$ cat src/rtl/sbs_pkg.sv
package sbs_pkg;

    typedef enum logic [2:0] {
        PH_IDLE  = 3'd0,
        PH_RST   = 3'd1,
        PH_GAP_A = 3'd2,
        PH_PRT   = 3'd3,
        PH_GAP_B = 3'd4,
        PH_READ  = 3'd5,
        PH_FIN   = 3'd6
    } phase_e;

    function automatic logic is_timed(input phase_e p);
        return (p == PH_RST) || (p == PH_GAP_A) || (p == PH_PRT) || (p == PH_GAP_B);
    endfunction

    function automatic int clamp_int(input int v, input int lo, input int hi);
        if (v < lo) return lo;
        if (v > hi) return hi;
        return v;
    endfunction

endpackage

$ cat src/rtl/sbs_phase_timer.sv
module sbs_phase_timer #(
    parameter int LEN_W = 8
) (
    input  logic             clk,
    input  logic             rst,
    input  logic             load,
    input  logic [LEN_W-1:0] load_val,
    output logic             expired
);
    logic [LEN_W-1:0] cnt;

    always_ff @(posedge clk) begin
        if (rst) begin
            cnt <= '0;
        end else if (load) begin
            cnt <= load_val;
        end else if (cnt != '0) begin
            cnt <= cnt - LEN_W'(1);
        end
    end

    assign expired = (cnt == '0);
endmodule

$ cat src/rtl/sbs_trial_ctrl.sv
module sbs_trial_ctrl
    import sbs_pkg::*;
#(
    parameter int LEN_W    = 8,
    parameter int LOG_W    = 4,
    parameter int CNT_W    = 13,
    parameter int MIN_LOG2 = 4,
    parameter int MAX_LOG2 = 12
) (
    input  logic             clk,
    input  logic             rst,
    input  logic             start,
    input  logic [LOG_W-1:0] trial_log2,
    input  logic [LEN_W-1:0] rst_len,
    input  logic [LEN_W-1:0] prt_len,
    input  logic [LEN_W-1:0] gap_len,
    input  logic             timer_expired,
    output phase_e           phase,
    output logic             timer_load,
    output logic [LEN_W-1:0] timer_val,
    output logic [LOG_W-1:0] cfg_log2,
    output logic             last_trial,
    output logic             accept
);
    typedef struct packed {
        logic [LEN_W-1:0] rst_len;
        logic [LEN_W-1:0] prt_len;
        logic [LEN_W-1:0] gap_len;
        logic [LOG_W-1:0] log2;
    } cfg_t;

    cfg_t             cfg;
    phase_e           nxt;
    logic [CNT_W-1:0] trial_cnt;
    logic [CNT_W-1:0] trial_lim;

    function automatic logic [LEN_W-1:0] len_m1(input logic [LEN_W-1:0] x);
        return (x == '0) ? '0 : x - LEN_W'(1);
    endfunction

    function automatic logic [LOG_W-1:0] clamp_k(input logic [LOG_W-1:0] v);
        return LOG_W'(clamp_int(int'(v), MIN_LOG2, MAX_LOG2));
    endfunction

    assign accept     = (phase == PH_IDLE) && start;
    assign trial_lim  = (CNT_W'(1) << cfg.log2) - CNT_W'(1);
    assign last_trial = (trial_cnt == trial_lim);
    assign cfg_log2   = cfg.log2;

    always_comb begin
        nxt = phase;
        unique case (phase)
            PH_IDLE:  nxt = start ? PH_RST : PH_IDLE;
            PH_RST:   nxt = timer_expired ? PH_GAP_A : PH_RST;
            PH_GAP_A: nxt = timer_expired ? PH_PRT : PH_GAP_A;
            PH_PRT:   nxt = timer_expired ? PH_GAP_B : PH_PRT;
            PH_GAP_B: nxt = timer_expired ? PH_READ : PH_GAP_B;
            PH_READ:  nxt = last_trial ? PH_FIN : PH_RST;
            PH_FIN:   nxt = PH_IDLE;
            default:  nxt = PH_IDLE;
        endcase
    end

    always_comb begin
        timer_load = (nxt != phase) && is_timed(nxt);
        unique case (nxt)
            PH_RST:   timer_val = (phase == PH_IDLE) ? len_m1(rst_len) : len_m1(cfg.rst_len);
            PH_PRT:   timer_val = len_m1(cfg.prt_len);
            PH_GAP_A,
            PH_GAP_B: timer_val = len_m1(cfg.gap_len);
            default:  timer_val = '0;
        endcase
    end

    always_ff @(posedge clk) begin
        if (rst) begin
            phase     <= PH_IDLE;
            cfg       <= '0;
            trial_cnt <= '0;
        end else begin
            phase <= nxt;
            if (accept) begin
                cfg.rst_len <= rst_len;
                cfg.prt_len <= prt_len;
                cfg.gap_len <= gap_len;
                cfg.log2    <= clamp_k(trial_log2);
                trial_cnt   <= '0;
            end else if (phase == PH_READ) begin
                trial_cnt <= trial_cnt + CNT_W'(1);
            end
        end
    end
endmodule

$ cat src/rtl/sbs_ones_tally.sv
module sbs_ones_tally #(
    parameter int CNT_W  = 13,
    parameter int CODE_W = 8,
    parameter int LOG_W  = 4
) (
    input  logic              clk,
    input  logic              rst,
    input  logic              clear,
    input  logic              sample,
    input  logic              last,
    input  logic              sense_bit,
    input  logic [LOG_W-1:0]  log2,
    output logic [CODE_W-1:0] code
);
    localparam int WIDE_W = CNT_W + CODE_W;

    logic [CNT_W-1:0]  ones;
    logic [CNT_W-1:0]  ones_nxt;
    logic [WIDE_W-1:0] wide;
    logic [CODE_W-1:0] code_nxt;

    assign ones_nxt = ones + CNT_W'(sense_bit);
    assign wide     = {ones_nxt, {CODE_W{1'b0}}} >> log2;
    assign code_nxt = (|wide[WIDE_W-1:CODE_W]) ? '1 : wide[CODE_W-1:0];

    always_ff @(posedge clk) begin
        if (rst) begin
            ones <= '0;
            code <= '0;
        end else if (clear) begin
            ones <= '0;
        end else if (sample) begin
            ones <= ones_nxt;
            if (last) begin
                code <= code_nxt;
            end
        end
    end
endmodule

$ cat src/rtl/sbs_conv_seq.sv
module sbs_conv_seq
    import sbs_pkg::*;
#(
    parameter int CODE_W   = 8,
    parameter int MIN_LOG2 = 4,
    parameter int MAX_LOG2 = 12,
    parameter int LEN_W    = 8,
    localparam int CNT_W   = MAX_LOG2 + 1,
    localparam int LOG_W   = $clog2(MAX_LOG2 + 1)
) (
    input  logic              clk,
    input  logic              rst,
    input  logic              start,
    input  logic [LOG_W-1:0]  trial_log2,
    input  logic [LEN_W-1:0]  rst_len,
    input  logic [LEN_W-1:0]  prt_len,
    input  logic [LEN_W-1:0]  gap_len,
    input  logic              sense_bit,
    output logic              busy,
    output logic              done,
    output logic              rst_pulse,
    output logic              prt_pulse,
    output logic              read_stb,
    output logic [CODE_W-1:0] code
);
    phase_e           phase;
    logic             timer_load;
    logic [LEN_W-1:0] timer_val;
    logic             timer_expired;
    logic [LOG_W-1:0] cfg_log2;
    logic             last_trial;
    logic             accept;

    sbs_trial_ctrl #(
        .LEN_W(LEN_W), .LOG_W(LOG_W), .CNT_W(CNT_W),
        .MIN_LOG2(MIN_LOG2), .MAX_LOG2(MAX_LOG2)
    ) i_ctrl (
        .clk(clk), .rst(rst), .start(start), .trial_log2(trial_log2),
        .rst_len(rst_len), .prt_len(prt_len), .gap_len(gap_len),
        .timer_expired(timer_expired), .phase(phase),
        .timer_load(timer_load), .timer_val(timer_val),
        .cfg_log2(cfg_log2), .last_trial(last_trial), .accept(accept)
    );

    sbs_phase_timer #(.LEN_W(LEN_W)) i_timer (
        .clk(clk), .rst(rst), .load(timer_load),
        .load_val(timer_val), .expired(timer_expired)
    );

    sbs_ones_tally #(.CNT_W(CNT_W), .CODE_W(CODE_W), .LOG_W(LOG_W)) i_tally (
        .clk(clk), .rst(rst), .clear(accept),
        .sample(phase == PH_READ), .last(last_trial),
        .sense_bit(sense_bit), .log2(cfg_log2), .code(code)
    );

    assign busy      = (phase != PH_IDLE);
    assign done      = (phase == PH_FIN);
    assign rst_pulse = (phase == PH_RST);
    assign prt_pulse = (phase == PH_PRT);
    assign read_stb  = (phase == PH_READ);
endmodule

$ cat config.mk
export PLATFORM = sky130hd
export DESIGN_NAME = sbs_conv_seq
export DESIGN_NICKNAME = d
export VERILOG_FILES = /design/src/rtl/sbs_pkg.sv /design/src/rtl/sbs_phase_timer.sv /design/src/rtl/sbs_trial_ctrl.sv /design/src/rtl/sbs_ones_tally.sv /design/src/rtl/sbs_conv_seq.sv
export SDC_FILE = /design/constraint.sdc
export NUM_CORES = 1
export LEC_CHECK = 0
export BUFFER_PORTS_ARGS = -buffer_cell sky130_fd_sc_hd__buf_2
export CORE_AREA = 4 4 102 104
export DETAILED_ROUTE_END_ITERATION = 12
export DIE_AREA = 0 0 106 108
export GPL_ROUTABILITY_DRIVEN = 0
export HOLD_SLACK_MARGIN = 0.1
export PLACE_DENSITY = 0.78
export SETUP_SLACK_MARGIN = 0.4
export SYNTH_ARGS = -nofsm -noshare
export SYNTH_HDL_FRONTEND = slang
export SYNTH_HIERARCHICAL = 1
export SYNTH_SLANG_ARGS = --single-unit
$ cat constraint.sdc
create_clock -name clk -period 4.1 [get_ports clk]
set_clock_uncertainty 0.05 [all_clocks]
set_input_delay 0.82 -clock clk [delete_from_list [all_inputs] [get_ports clk]]
set_output_delay 0.82 -clock clk [all_outputs]
set_load 0.05 [all_outputs]
==> impl_metrics.env, run 1 <==
export IMPL_path_buf_inv=1
export IMPL_netlist_instances=763
export IMPL_start_util=0.596
export IMPL_clock_path_buffers=2
export IMPL_synth_area_um2=5690
export IMPL_max_stage_delay_ns=0.38
export IMPL_synth_edff_count=0
export IMPL_ant_nets=0
export IMPL_final_hold_viol_count=0
export IMPL_cts_buffers=9
export IMPL_avgViaCountPerCell=6.28
export IMPL_timing_worst_slew_pin_value_ns=0.607
export IMPL_ys_ff_latch=73
export IMPL_drt_initial_drc_count=494
export IMPL_cts_tree="built"
export IMPL_vias=5717
export IMPL_holdBufCountCts=0
export IMPL_syn_avg_cell_area_um2=7.45
export IMPL_crit_path_end_kind="flip-flop"
export IMPL_worst_r2r_setup_slack_ns=0.66
export IMPL_synth_nets=804
export IMPL_grt_pass1_vias=5143
export IMPL_cts_root_buf="clkbuf_8"
export IMPL_p_comb_frac=0.423
export IMPL_globalRouteOverflowTotal=0
export IMPL_fin_util=0.640
export IMPL_rsz0062_at_grt="false"
export IMPL_path_delay_family="simple AND/OR/NAND/NOR gates"
export IMPL_hold_class="flip-flop to flip-flop"
export IMPL_setup_tns_ns=0
export IMPL_status="completed"
export IMPL_drive_above_1_share=0.140
export IMPL_p_int_w=0.00165
export IMPL_relSlewSlack=0.595
export IMPL_slew_violations=0
export IMPL_maxCapViolCount=0
export IMPL_worstRegToRegCells=14
export IMPL_critPathSlowestCell="a311oi_1"
export IMPL_timing_rr_start="i_ctrl/cfg_log2[0]"
export IMPL_synth_distinct_cells=85
export IMPL_min_period_ns=3.44
export IMPL_drc_errors=0
export IMPL_yosys_most_used_dff="dfxtp_1"
export IMPL_clkLatencyLatePin_ns=0.37
export IMPL_die_h_um=108
export IMPL_fin_crit_sh=0.839
export IMPL_dpl_instance_area_um2=5820
export IMPL_worstPathCellList="nor2_1 -> nand2_1 -> ha_1 -> xor2_1 -> o21ai_0 -> a311oi_1 -> nand2_1 -> nor4_1 -> and3b_2 -> nand4_1 -> o21ai_4 -> nor4b_4 -> buf_4 -> nor4_1"
export IMPL_num_antenna_cells=0
export IMPL_p_switching_w=0.00108
export IMPL_finalInstanceArea_um2=6110
export IMPL_cp_arrival_ns=3.62
export IMPL_seq_area_frac_synth=0.257
export IMPL_first_pass_iters=5
export IMPL_start_kind="flip-flop"
export IMPL_antenna_found_initial=0
export IMPL_worstPathMaxFanout=10
export IMPL_r2r_end="i_tally/code[0]"
export IMPL_post_drt_wl_per_cell_um=16.1
export IMPL_cts_sinks=73
export IMPL_clk_pin_slew_ns=0.08
export IMPL_fp_row_count=36
export IMPL_ys_async_sr_fraction=0
export IMPL_required_ns=4.28
export IMPL_cts_htree_levels=3
export IMPL_place_hpwl_um=10500
export IMPL_min_from="i_ctrl/cfg[5]"
export IMPL_whs_path_depth=2
export IMPL_syn2layout_area_growth_pct=7.46
export IMPL_p_leak_nw=2.20
export IMPL_io_pin_count=45
export IMPL_grt_max_degree=53
export IMPL_finalNetCount=814
export IMPL_die_area_um2=11400
export IMPL_seqPwrFrac=0.323
export IMPL_p_per_area_nw_per_um2=446
export IMPL_die_x_um=106
export IMPL_port_buffers=44
export IMPL_critical_path_class="flip-flop to flip-flop"
export IMPL_max_freq_mhz=291
export IMPL_grt_pass1_wl_um=24500
export IMPL_finalSetupViolations=0
export IMPL_gr_usage_all_layers=0.262
export IMPL_core_um2=9550
export IMPL_yosysWarnings=6
export IMPL_ir_drop_uv=217
export IMPL_routed_wirelength_um=14700
export IMPL_switching_share=0.397
export IMPL_clkPwrFrac=0.254
export IMPL_worstHoldEndpoint="i_ctrl/cfg[5]"
[metrics by stage]
| stage | hold WS, ns | total power [W] | std cells | setup WS [ns] |
|---|---|---|---|---|
| 2_1_floorplan | 0.399 | 0.00177 | 763 | 0.729 |
| 3_3_place_gp | 0.414 | 0.00194 | 890 | 0.386 |
| 3_5_place_dp | 0.422 | 0.00199 | 890 | 0.287 |
| 4_1_cts | 0.433 | 0.00268 | 906 | 0.469 |
| 5_1_grt | 0.460 | 0.00289 | 911 | 0.408 |
| 6_report | 0.433 | 0.00273 | 911 | 0.662 |
[power groups by stage]
stage                     clock network, W  logic, W  registers [W]
final                             0.000693   0.00115       0.000882
after global routing              0.000733   0.00126       0.000896
after CTS                         0.000700   0.00110       0.000879
after detailed placement                 0   0.00109       0.000895
after global placement                   0   0.00105       0.000890
after floorplan                          0  0.000905       0.000861
[cells by family after synthesis]
group | share of synthesized area
compound gates | 0.242
flops | 0.257
xor+xnor | 0.0693
fa+ha+maj | 0.0216
simple gates | 0.300
buf+inv | 0.0750
mux | 0.0361
[cell usage after synthesis, drive strengths merged, types with 5 or more instances]
master / instances / area (um^2)
nand2: 107 / 402
nor2: 75 / 292
dfxtp: 73 / 1460
a21oi: 63 / 315
o21ai: 34 / 174
buf: 33 / 226
nand3: 28 / 145
clkbuf: 27 / 103
nor3: 26 / 146
inv: 24 / 90.1
xor2: 23 / 201
xnor2: 22 / 193
mux2i: 16 / 160
o31ai: 14 / 115
nand2b: 13 / 81.3
nand4: 13 / 103
o211ai: 11 / 92.6
a31oi: 10 / 62.6
a311o: 9 / 90.1
ha: 9 / 113
a211oi: 8 / 60.1
a22oi: 8 / 60.1
nor4: 8 / 80.1
nor2b: 7 / 43.8
o22ai: 7 / 43.8
or3: 7 / 43.8
and3b: 5 / 47.6
nor4b: 5 / 73.8
or2: 5 / 31.3
[tightest hold or removal path, cell delays in order, from the launching register on]
cell and delay [ns]:
dfxtp_1 0.33, nand2_1 0.06, a21oi_1 0.05
[sequential cells by signal, summed over array words and instances, names as in the netlist]
signal,cells
i_tally/ones,13
i_ctrl/phase,3
i_tally/code,8
i_ctrl/cfg_log2,4
i_ctrl/cfg,24
i_timer/cnt,8
i_ctrl/trial_cnt,13
[what timing repair did]
action | in CTS | in global routing
gates resized for setup | 0 | 4
endpoints found under the setup margin | 0 | 13
buffers inserted | 0 | 5
endpoints found under the hold margin | 0 | 0
[per-layer routing]
layer  part of all wire  global-route usage  vias to the layer above
met5                  0                   0                        -
met4              0.021              0.0971                        0
met3              0.088              0.0519                       35
met2               0.45               0.418                      267
met1               0.44               0.353                     2645
li1                   -                   -                     2770
[cell usage in the layout (no fill, tap or decap), types with 8 or more instances in the layout]
master	instances
mux2i_1	16
nor3_1	24
o31ai_1	12
ha_1	9
dfxtp_1	73
nand4_1	11
nor2_1	73
clkbuf_8	9
inv_1	23
o21ai_0	31
buf_4	14
a22oi_1	8
a21oi_1	63
a31oi_1	10
xnor2_1	22
xor2_1	23
a311o_1	9
buf_2	44
nand3_1	27
a211oi_1	8
o211ai_1	9
nand2b_1	13
nand2_1	107
[worst max path at each step]
stage | from | to | slack, ns | depth (start not counted)
after global routing | i_ctrl/cfg_log2[0] | i_tally/code[0] | 0.41 | 14
after detailed placement | sense_bit | i_tally/code[1] | 0.29 | 11
after floorplan | i_ctrl/cfg_log2[1] | i_tally/code[5] | 0.73 | 17
after CTS | i_ctrl/cfg_log2[0] | i_tally/code[1] | 0.47 | 11
final | i_ctrl/cfg_log2[0] | i_tally/code[0] | 0.66 | 14
after global placement | sense_bit | i_tally/code[5] | 0.39 | 11
[final cells by class]
class / instances / area [um^2]
clock buffer: 11 / 131
clock inverter: 5 / 104
fill: 871 / 3440
inverter: 26 / 97.6
multi-input combinational: 604 / 3810
sequential: 73 / 1460
tap: 133 / 166
timing repair buffer: 59 / 337
Power figures use the tool's default switching activity.
==> inputs of run 2 (changes only) <==
==> constraint.sdc (replaced) <==
create_clock -name clk -period 3.45 [get_ports clk]
set_clock_uncertainty 0.05 [all_clocks]
set_input_delay 0.69 -clock clk [delete_from_list [all_inputs] [get_ports clk]]
set_output_delay 0.69 -clock clk [all_outputs]
set_load 0.05 [all_outputs]
==> run 2 against run 1 <==
Compared with the run above: non-clock buffer count is 6 higher; wire length is 1.5% lower; sequential power is 19% higher; combinational power is 23% higher; critical path depth stayed put; clock power is 13% lower; register-to-register slack worse by 0.18 ns; fmax is 16% higher; sequential cell count stayed put; sequential share of layout area is 0.35 points lower; count of clock-buffer cells in the layout is 1 lower; largest cell class unchanged.
==> impl_metrics.env, run 2 (synthesis results as in run 1) <==
export IMPL_cts_buffers=9
export IMPL_fin_util=0.652
export IMPL_timing_rr_start="i_ctrl/cfg_log2[2]"
export IMPL_hold_class="flip-flop to flip-flop"
export IMPL_p_leak_nw=2.21
export IMPL_largest_register_ffs=24
export IMPL_avgViaCountPerCell=6.21
export IMPL_r2r_end="i_tally/code[6]"
export IMPL_vias=5699
export IMPL_dpl_instance_area_um2=5890
export IMPL_worstPathMaxFanout=8
export IMPL_clkLatencyLatePin_ns=0.36
export IMPL_fillerInstances=824
export IMPL_cp_arrival_ns=3.16
export IMPL_maxCapViolCount=0
export IMPL_grt_pass1_wl_um=24100
export IMPL_finalNetCount=820
export IMPL_port_buffers=44
export IMPL_io_pin_count=45
export IMPL_start_kind="flip-flop"
export IMPL_first_pass_iters=5
export IMPL_finalSetupViolations=0
export IMPL_die_area_um2=11400
export IMPL_min_from="i_ctrl/cfg[4]"
export IMPL_clock_path_buffers=2
export IMPL_p_per_area_nw_per_um2=494
export IMPL_place_hpwl_um=10500
export IMPL_largestRegisters="i_ctrl/cfg: 24 flops, i_ctrl/trial_cnt: 13 flops, i_tally/ones: 13 flops"
export IMPL_setup_tns_ns=0
export IMPL_post_drt_wl_per_cell_um=15.8
export IMPL_grt_max_degree=47
export IMPL_antenna_found_initial=0
export IMPL_gr_usage_all_layers=0.255
export IMPL_drc_errors=0
export IMPL_max_freq_mhz=336
export IMPL_globalRouteOverflowTotal=0
export IMPL_required_ns=3.64
export IMPL_num_antenna_cells=0
export IMPL_relSlewSlack=0.599
export IMPL_routed_wirelength_um=14400
export IMPL_min_period_ns=2.97
export IMPL_start_util=0.596
export IMPL_final_hold_viol_count=0
export IMPL_multi_input_area_um2=3940
export IMPL_area_sequential_um2=1470
export IMPL_worstRegToRegCells=14
export IMPL_status="completed"
export IMPL_clk_pin_slew_ns=0.09
export IMPL_cts_htree_levels=3
export IMPL_cts_root_buf="clkbuf_8"
export IMPL_core_um2=9550
export IMPL_regMostFlops="i_ctrl/cfg"
export IMPL_worstHoldEndpoint="i_ctrl/cfg[4]"
export IMPL_die_x_um=106
export IMPL_layout_commonest_cell="nand2_1"
export IMPL_ir_drop_uv=308
export IMPL_syn2layout_area_growth_pct=9.50
export IMPL_ant_nets=0
export IMPL_rsz0062_at_grt="true"
export IMPL_grt_pass1_vias=5111
export IMPL_slew_violations=0
export IMPL_drt_initial_drc_count=543
export IMPL_layout_common_cells="107 x nand2_1, 72 x nor2_1, 70 x dfxtp_1"
export IMPL_drive_above_1_share=0.175
export IMPL_fp_row_count=36
export IMPL_timing_worst_slew_pin_value_ns=0.601
export IMPL_fin_crit_sh=0.862
export IMPL_critical_path_class="flip-flop to flip-flop"
export IMPL_finalInstanceArea_um2=6230
export IMPL_cts_sinks=73
export IMPL_cts_tree="built"
export IMPL_crit_path_end_kind="flip-flop"
export IMPL_worst_r2r_setup_slack_ns=0.48
export IMPL_whs_path_depth=2
export IMPL_die_h_um=108
==> run 2: changes by cell type in the layout (fill, tap and decap cells not counted), sizes merged <==
cell / delta
buf: +6
clkinv: +1
clkinvlp: +2
clkbuf: -1
inv: +1
bufinv: -3
==> run 2: power by group <==
group / internal (W) / switching [W] / leakage (nW)
Clock: 0.000262 / 0.000341 / 0.0827
Sequential: 0.000929 / 0.000121 / 0.596
Combinational: 0.000580 / 0.000845 / 1.54
Total: 0.00177 / 0.00131 / 2.21
==> run 2: area by class of cell <==
type / instances / share of cell area
Clock buffer: 10 / 0.0205
Clock inverter: 6 / 0.00683
Inverter: 26 / 0.0157
Multi-Input combinational cell: 604 / 0.632
Sequential cell: 73 / 0.236
Tap cell: 133 / 0.0267
Timing Repair Buffer: 65 / 0.0625
==> run 2: worst max path at each step <==
stage,from,endpoint,cells after the start,slack (ns)
2_1_floorplan,i_ctrl/cfg_log2[1],i_tally/code[1],16,0.13
3_3_place_gp,sense_bit,i_tally/code[7],11,0.17
3_5_place_dp,sense_bit,i_tally/code[6],12,0.05
4_1_cts,i_ctrl/cfg_log2[2],i_tally/code[6],14,0.39
5_1_grt,i_ctrl/cfg_log2[3],i_tally/code[4],14,0.29
6_report,i_ctrl/cfg_log2[2],i_tally/code[6],14,0.48
==> run 2: per-layer routing <==
metal  vias up  wire (um)  GRT usage
li1       2778          -          -
met1      2701       6550      0.354
met2       207       6660      0.406
met3        13       1070     0.0460
met4         0        170     0.0777
met5         -          0          0
==> run 2: metrics by stage <==
step	total power (W)	instances	hold WS (ns)	setup slack, ns
2_1_floorplan	0.00212	763	0.399	0.128
3_3_place_gp	0.00232	895	0.413	0.166
3_5_place_dp	0.00238	895	0.422	0.0461
4_1_cts	0.00301	912	0.436	0.394
5_1_grt	0.00328	917	0.473	0.288
6_report	0.00308	917	0.433	0.477
==> run 2: timing repair <==
action | in CTS | in global routing
pin swaps | 1 | 14
setup buffers | 1 | 5
hold buffers | 0 | 0
resized for setup | 9 | 20
hold endpoints to repair | 0 | 0
setup endpoints to repair | 15 | 16
==> run 2: worst max-delay path, stage by stage (launching register included) <==
cell and delay (ns):
dfxtp_1 0.35, nor2_4 0.12, nand3b_1 0.13, ha_4 0.21, nor4b_4 0.35, a221oi_4 0.13, xor2_2 0.24, o31ai_4 0.14
nor4_2 0.13, and3b_2 0.25, nand4_1 0.10, o21ai_2 0.16, nor4b_4 0.23, buf_6 0.16, a21oi_1 0.07
